[src/rtl/zbt_pkg.sv]
package zbt_pkg;

  localparam int LANES_DEF  = 4;
  localparam int LANE_W_DEF = 9;

  typedef enum logic {
    ORDER_LINEAR = 1'b0,
    ORDER_XOR    = 1'b1
  } order_e;

  // Low two address bits for burst step 'step' from starting bits 'start'.
  function automatic logic [1:0] burst_low(input logic [1:0] start,
                                           input logic [1:0] step,
                                           input order_e     ord);
    logic [1:0] r;
    if (ord == ORDER_XOR) r = start ^ step;
    else                  r = start + step;
    return r;
  endfunction

  // All chip enables active.
  function automatic logic chip_selected(input logic c1_n,
                                         input logic c2,
                                         input logic c3_n);
    return ~c1_n & c2 & ~c3_n;
  endfunction

endpackage

[src/rtl/zbt_burst_seq.sv]
module zbt_burst_seq
  import zbt_pkg::*;
#(
  parameter int ADDR_W = 6
) (
  input  logic              clk,
  input  logic              rst,
  input  logic              step_en,
  input  logic              adv_ld,
  input  logic              sel_ok,
  input  logic              wr_n,
  input  logic              mode,
  input  logic [ADDR_W-1:0] addr,
  output logic              issue_valid,
  output logic              issue_wr,
  output logic [ADDR_W-1:0] issue_addr
);

  logic              run_q;
  logic              wr_q;
  order_e            ord_q;
  logic [ADDR_W-1:0] base_q;
  logic [1:0]        cnt_q;
  logic [1:0]        cnt_nx;
  logic              load_req;

  assign load_req = ~adv_ld;
  assign cnt_nx   = cnt_q + 2'd1;

  always_comb begin
    if (load_req) begin
      issue_valid = sel_ok;
      issue_wr    = ~wr_n;
      issue_addr  = addr;
    end else begin
      issue_valid = run_q;
      issue_wr    = wr_q;
      issue_addr  = {base_q[ADDR_W-1:2], burst_low(base_q[1:0], cnt_nx, ord_q)};
    end
  end

  always_ff @(posedge clk) begin
    if (rst) begin
      run_q  <= 1'b0;
      wr_q   <= 1'b0;
      ord_q  <= ORDER_LINEAR;
      base_q <= '0;
      cnt_q  <= '0;
    end else if (step_en) begin
      if (load_req) begin
        run_q  <= sel_ok;
        wr_q   <= ~wr_n;
        ord_q  <= order_e'(mode);
        base_q <= addr;
        cnt_q  <= 2'd0;
      end else if (run_q) begin
        cnt_q  <= cnt_nx;
      end
    end
  end

  AST_LOAD_STARTS: assert property (@(posedge clk) disable iff (rst)
    (step_en && load_req && sel_ok) |=> (run_q && cnt_q == 2'd0));

  AST_DESEL_ENDS: assert property (@(posedge clk) disable iff (rst)
    (step_en && load_req && !sel_ok) |=> !run_q);

  AST_IDLE_ADV_NOP: assert property (@(posedge clk) disable iff (rst)
    (!run_q && !load_req) |-> !issue_valid);

  AST_SAME_BLOCK: assert property (@(posedge clk) disable iff (rst)
    (step_en && !load_req && run_q) |=> (base_q == $past(base_q)));

endmodule

[src/rtl/zbt_pipe.sv]
module zbt_pipe #(
  parameter int ADDR_W = 6,
  parameter int LANES  = 4
) (
  input  logic              clk,
  input  logic              rst,
  input  logic              step_en,
  input  logic              in_valid,
  input  logic              in_wr,
  input  logic [ADDR_W-1:0] in_addr,
  input  logic [LANES-1:0]  in_be,
  output logic              out_valid,
  output logic              out_wr,
  output logic [ADDR_W-1:0] out_addr,
  output logic [LANES-1:0]  out_be
);

  logic              a_valid, a_wr;
  logic [ADDR_W-1:0] a_addr;
  logic [LANES-1:0]  a_be;

  always_ff @(posedge clk) begin
    if (rst) begin
      a_valid   <= 1'b0;
      out_valid <= 1'b0;
      a_wr      <= 1'b0;
      out_wr    <= 1'b0;
      a_addr    <= '0;
      out_addr  <= '0;
      a_be      <= '0;
      out_be    <= '0;
    end else if (step_en) begin
      a_valid   <= in_valid;
      a_wr      <= in_wr;
      a_addr    <= in_addr;
      a_be      <= in_be;
      out_valid <= a_valid;
      out_wr    <= a_wr;
      out_addr  <= a_addr;
      out_be    <= a_be;
    end
  end

  AST_PIPE_FROZEN: assert property (@(posedge clk) disable iff (rst)
    !step_en |=> ($stable(a_valid) && $stable(out_valid) && $stable(out_addr)));

endmodule

[src/rtl/zbt_array.sv]
module zbt_array #(
  parameter int ADDR_W = 6,
  parameter int LANES  = 4,
  parameter int LANE_W = 9
) (
  input  logic                    clk,
  input  logic                    wr_en,
  input  logic [ADDR_W-1:0]       wr_addr,
  input  logic [LANES-1:0]        wr_lane_en,
  input  logic [LANES*LANE_W-1:0] wr_data,
  input  logic [ADDR_W-1:0]       rd_addr,
  output logic [LANES*LANE_W-1:0] rd_data
);

  localparam int DEPTH = 1 << ADDR_W;

  for (genvar g = 0; g < LANES; g++) begin : g_lane
    logic [LANE_W-1:0] cells [DEPTH];

    always_ff @(posedge clk) begin
      if (wr_en && wr_lane_en[g])
        cells[wr_addr] <= wr_data[g*LANE_W +: LANE_W];
    end

    assign rd_data[g*LANE_W +: LANE_W] = cells[rd_addr];
  end

endmodule

[src/rtl/zbt_sram.sv]
module zbt_sram
  import zbt_pkg::*;
#(
  parameter int ADDR_W = 6,
  parameter int LANES  = LANES_DEF,
  parameter int LANE_W = LANE_W_DEF
) (
  input  logic                    clk,
  input  logic                    rst,
  input  logic                    clk_en_n,
  input  logic                    adv_ld,
  input  logic                    wr_n,
  input  logic                    ce1_n,
  input  logic                    ce2,
  input  logic                    ce3_n,
  input  logic [LANES-1:0]        byte_wr_n,
  input  logic                    burst_mode,
  input  logic [ADDR_W-1:0]       addr,
  input  logic                    oe_n,
  input  logic [LANES*LANE_W-1:0] dq_in,
  output logic [LANES*LANE_W-1:0] dq_out,
  output logic                    dq_oe
);

  localparam int DATA_W = LANES * LANE_W;

  logic              step_en;
  logic              sel_ok;
  logic              iss_valid, iss_wr;
  logic [ADDR_W-1:0] iss_addr;
  logic [LANES-1:0]  iss_be;
  logic              b_valid, b_wr;
  logic [ADDR_W-1:0] b_addr;
  logic [LANES-1:0]  b_be;
  logic              commit_wr;
  logic              read_fire;
  logic [DATA_W-1:0] rd_word;
  logic              drive_q;
  logic [DATA_W-1:0] dout_q;

  assign step_en = ~clk_en_n;
  assign sel_ok  = chip_selected(ce1_n, ce2, ce3_n);
  assign iss_be  = iss_wr ? ~byte_wr_n : '0;

  zbt_burst_seq #(.ADDR_W(ADDR_W)) u_seq (
    .clk         (clk),
    .rst         (rst),
    .step_en     (step_en),
    .adv_ld      (adv_ld),
    .sel_ok      (sel_ok),
    .wr_n        (wr_n),
    .mode        (burst_mode),
    .addr        (addr),
    .issue_valid (iss_valid),
    .issue_wr    (iss_wr),
    .issue_addr  (iss_addr)
  );

  zbt_pipe #(.ADDR_W(ADDR_W), .LANES(LANES)) u_pipe (
    .clk       (clk),
    .rst       (rst),
    .step_en   (step_en),
    .in_valid  (iss_valid),
    .in_wr     (iss_wr),
    .in_addr   (iss_addr),
    .in_be     (iss_be),
    .out_valid (b_valid),
    .out_wr    (b_wr),
    .out_addr  (b_addr),
    .out_be    (b_be)
  );

  // Data phase: happens on the edge after the command reaches stage B.
  assign commit_wr = step_en & b_valid & b_wr;
  assign read_fire = step_en & b_valid & ~b_wr;

  zbt_array #(.ADDR_W(ADDR_W), .LANES(LANES), .LANE_W(LANE_W)) u_array (
    .clk        (clk),
    .wr_en      (commit_wr),
    .wr_addr    (b_addr),
    .wr_lane_en (b_be),
    .wr_data    (dq_in),
    .rd_addr    (b_addr),
    .rd_data    (rd_word)
  );

  always_ff @(posedge clk) begin
    if (rst) begin
      drive_q <= 1'b0;
      dout_q  <= '0;
    end else if (step_en) begin
      drive_q <= read_fire;
      if (read_fire) dout_q <= rd_word;
    end
  end

  assign dq_out = dout_q;
  assign dq_oe  = drive_q & ~oe_n;

  AST_RD_DRIVES: assert property (@(posedge clk) disable iff (rst)
    (step_en && b_valid && !b_wr) |=> drive_q);

  AST_WR_RELEASES: assert property (@(posedge clk) disable iff (rst)
    (step_en && b_valid && b_wr) |=> !drive_q);

  AST_STALL_HOLDS: assert property (@(posedge clk) disable iff (rst)
    clk_en_n |=> ($stable(dout_q) && $stable(drive_q)));

  AST_EMPTY_SLOT_DARK: assert property (@(posedge clk) disable iff (rst)
    (step_en && !b_valid) |=> !drive_q);

endmodule

[config.mk]
export PLATFORM = sky130hd
export DESIGN_NAME = zbt_sram
export DESIGN_NICKNAME = d
export VERILOG_FILES = /design/src/rtl/zbt_pkg.sv /design/src/rtl/zbt_burst_seq.sv /design/src/rtl/zbt_pipe.sv /design/src/rtl/zbt_array.sv /design/src/rtl/zbt_sram.sv
export SDC_FILE = /design/constraint.sdc
export NUM_CORES = 2
export LEC_CHECK = 0
export BUFFER_PORTS_ARGS = -buffer_cell sky130_fd_sc_hd__buf_2
export CORE_UTILIZATION = 45
export DETAILED_ROUTE_END_ITERATION = 8
export GPL_ROUTABILITY_DRIVEN = 0
export SYNTH_ARGS = -nofsm -noshare
export SYNTH_HDL_FRONTEND = slang
export SYNTH_SLANG_ARGS = --single-unit
export TNS_END_PERCENT = 10
[constraint.sdc]
create_clock -name clk -period 4.1 [get_ports clk]
set_input_delay 0.205 -clock clk [delete_from_list [all_inputs] [get_ports clk]]
set_output_delay 0.205 -clock clk [all_outputs]
set_load 0.02 [all_outputs]
==> results.sh <==
export IMPL_outcome="finished, final reports clean"
export IMPL_syn_nets=5345
export IMPL_syn_area_um2=92100
export IMPL_cap_violations=0
export IMPL_p_comb_share_pct=3.8
export IMPL_register_area_um2=70600
export IMPL_cts_clk_slew_worst_paths_ns=0.07
export IMPL_holdPathStages=2
export IMPL_postCtsSetupBuffers=0
export IMPL_stdcell_area_um2=106000
export IMPL_cp_start_kind="register"
export IMPL_powerDensity_nw_per_um2=469
export IMPL_final_cell_mix="edfxtp_1 (2,304), nor2_1 (426), buf_4 (414)"
export IMPL_crit_fanout=31
export IMPL_drv_slew=0
export IMPL_placed_cell_area_um2=97900
export IMPL_grt_overflow_total=0
export IMPL_ys_types=79
export IMPL_crit_type="reg -> reg"
export IMPL_ys_ff_latch=2374
export IMPL_yosysSeqAreaShare_pct=76.7
export IMPL_synth_edf_count=2304
export IMPL_viasPerCell=6.54
export IMPL_fin_tns_setup_ns=0
export IMPL_synth_async_reset_ratio_pct=0
export IMPL_syn2layout_area_growth_pct=15.3
export IMPL_synth_area_leaders="edfxtp_1 (75%), mux4_2 (3.3%), mux2i_1 (2.6%), a221oi_1 (2.6%), mux2_2 (2.2%)"
export IMPL_row_count=165
export IMPL_rsz0062_at_grt="no"
export IMPL_avgSynthCellArea_um2=17.4
export IMPL_grt_pass1_wl_um=423000
export IMPL_dieArea_um2=206000
export IMPL_p_seq_share_pct=53.5
export IMPL_clock_skew_ns=0.0910
export IMPL_ios=93
export IMPL_fillers=16300
export IMPL_grt_use_total_pct=29.3
export IMPL_dr_pass1_iters=6
export IMPL_remaining_drc_errors=0
export IMPL_hold_path_class="in -> reg"
export IMPL_clock_sinks=2374
export IMPL_start_util_pct=45.4
export IMPL_critPathCapture="dq_out[14]$_SDFFE_PP0P_"
export IMPL_multi_input_area_um2=19500
export IMPL_die_x_um=454
export IMPL_post_route_period_util_pct=92.2
export IMPL_r2r_cells=6
export IMPL_total_power_mw=49.8
export IMPL_switching_power_mw=10.9
export IMPL_io_buffers=92
export IMPL_r2r_start="u_pipe.out_addr[0]$_SDFFE_PP0N_"
export IMPL_clkPwrFrac_pct=42.7
export IMPL_layout_commonest_cell="edfxtp_1"
export IMPL_grt_pass1_vias=53500
export IMPL_yosysTopAreaCellShare_pct=75.1
export IMPL_cp_startpoint="u_pipe.out_addr[0]$_SDFFE_PP0N_"
export IMPL_peakVddDrop_mv=0.485
export IMPL_rrSetupSlack_ns=0.32
export IMPL_grt_max_degree=77
export IMPL_drt_iter0_markers=9022
export IMPL_vias=56400
export IMPL_fp_coreArea_um2=203000
export IMPL_wl_per_cell_um=35.4
export IMPL_reg2reg_to="dq_out[14]$_SDFFE_PP0P_"
export IMPL_synth_top_cell_by_area="edfxtp_1"
export IMPL_cts_htree_levels=4
export IMPL_num_nets_final=5794
export IMPL_min_period_ns=3.78
export IMPL_cts_tree="done"
export IMPL_max_freq_ghz=0.265
export IMPL_synthCells=5288
export IMPL_drive_gt1_share_pct=21.1
export IMPL_p_leak_nw=33.3
export IMPL_synth_warnings=0
export IMPL_clockBufferDepth=3
export IMPL_numCtsBuffers=233
export IMPL_swShare_pct=21.8
export IMPL_required_ns=4.85
export IMPL_tightestPinTransition_ns=1.37
export IMPL_cts_root_buf="clkbuf_16"
export IMPL_fp_dieH_um=454
export IMPL_p_int_mw=38.9
export IMPL_crit_arrival_ns=4.53
export IMPL_critPathCaptureType="register"
export IMPL_dpl_hpwl_um=186000
export IMPL_hold_viol_final=0
export IMPL_drt_antenna_violating_nets=0
export IMPL_wl_um=306000
export IMPL_cts_hold_repair_buffers=67
export IMPL_antenna_found_initial=21
export IMPL_slew_headroom_pct=8.38
export IMPL_finalSetupViolCount=0
export IMPL_ctsResizeCount=0
export IMPL_clock_latency_ns=0.92
export IMPL_ys_flop_type="edfxtp_1"
sequential cells by signal, summed over array words and instances (netlist names):
signal	cells
u_seq.base_q	6
u_seq.cnt_q	2
u_array.g_lane.cells	2304
u_pipe.out_be	4
u_seq.ord_q	1
u_pipe.a_addr	6
dq_out	36
u_pipe.out_valid	1
u_seq.wr_q	1
drive_q	1
u_seq.run_q	1
u_pipe.out_addr	6
u_pipe.out_wr	1
u_pipe.a_be	4
cell families (layout without fill, tap and decap cells):
| group | Yosys count | in the layout | synth area share, % |
|---|---|---|---|
| XOR/XNOR | 3 | 3 | 0.0285 |
| AO/OA/AOI/OAI | 1172 | 1172 | 9.37 |
| flip-flops | 2374 | 2374 | 76.7 |
| adder cells (fa/ha/maj) | 1 | 1 | 0.0136 |
| other | 0 | 12 | 0 |
| multiplexers | 555 | 555 | 8.09 |
| buffers and inverters | 403 | 1060 | 2.28 |
| AND/OR/NAND/NOR | 780 | 780 | 3.56 |
synth_stat cells (6+ instances only):
master,number
buf_1,39
clkbuf_1,118
nand3b_1,6
o31a_1,8
buf_2,166
nor2_1,433
a2111oi_0,8
a31oi_1,48
edfxtp_1,2304
and3_1,18
nand2b_1,7
a311oi_1,26
o22a_1,13
o21bai_1,6
mux2i_1,243
dfxtp_1,70
and2_1,7
nor2b_1,9
a221oi_1,274
a21oi_1,144
nor4_1,7
nand3_1,23
nor3_1,27
nand2_1,206
o221ai_1,11
buf_6,22
a211oi_1,18
nand4_1,7
mux4_2,133
o22ai_1,141
a221o_1,39
o21ai_0,106
o211ai_1,9
a22oi_1,218
buf_4,53
mux2_2,178
a22o_1,28
a222oi_1,14
o2bb2ai_1,16
critical path, stage by stage, from the launching register on:
cell and delay, ns:
dfxtp_4 0.74, nand2b_2 0.80, o22ai_1 0.21, a221oi_1 0.41
nand2_1 0.12, a2111oi_0 1.08, a311oi_1 0.24
routing by layer:
| metal | part of all wire [%] | wire length, µm | track usage (%) | vias up |
|---|---|---|---|---|
| met2 | 45 | 136000 | 43.8 | 4135 |
| met1 | 38 | 116000 | 40.8 | 29000 |
| met5 | 0.046 | 140 | 0 | - |
| li1 | - | - | - | 22500 |
| met4 | 4.6 | 14100 | 12.0 | 20 |
| met3 | 13 | 38800 | 7.63 | 750 |
power by group through the flow:
| stage | clock network, mW | logic, mW | registers (mW) |
|---|---|---|---|
| finish | 21.2 | 1.92 | 26.6 |
| global route | 22.3 | 1.98 | 26.6 |
| CTS | 21.4 | 1.88 | 26.6 |
| detailed placement | 0 | 1.83 | 27.1 |
| global placement | 0 | 1.81 | 27.1 |
| floorplan | 0 | 0.813 | 27.1 |
worst min path at each step:
| stage | startpoint | slack, ns | to |
|---|---|---|---|
| after detailed placement | wr_n | 0.41 | u_seq.wr_q$_SDFFE_PP0N_ |
| final | dq_in[6] | 0.03 | u_array.g_lane[0].cells[63][6]$_DFFE_PP_ |
| after CTS | dq_in[20] | 0.002 | u_array.g_lane[2].cells[38][2]$_DFFE_PP_ |
| after global placement | wr_n | 0.41 | u_seq.wr_q$_SDFFE_PP0N_ |
| after floorplan | wr_n | 0.30 | u_seq.wr_q$_SDFFE_PP0N_ |
| after global routing | dq_in[5] | 0.03 | u_array.g_lane[0].cells[12][5]$_DFFE_PP_ |
final cells by class:
type / instances / share of cell area, %
diodes: 12 / 0.0283
clock buffers: 287 / 5.75
clock inverters: 156 / 1.41
inverters: 4 / 0.0283
multi-input cells: 2511 / 18.4
flip-flops and latches: 2374 / 66.5
well taps: 2672 / 3.15
repair buffers: 613 / 4.76
per-stage QoR:
stage | setup WS (ns) | hold WS, ns | util (%) | instances
global placement | 0.444 | 0.407 | 48.3 | 8107
floorplan | 1.44 | 0.301 | - | 5288
CTS | 0.447 | 0.00174 | 52.4 | 8617
global route | 0.459 | 0.0305 | 52.4 | 8619
detailed placement | 0.454 | 0.407 | 48.3 | 8107
finish | 0.319 | 0.0281 | 52.4 | 8629
Power figures use the tool's default switching activity.
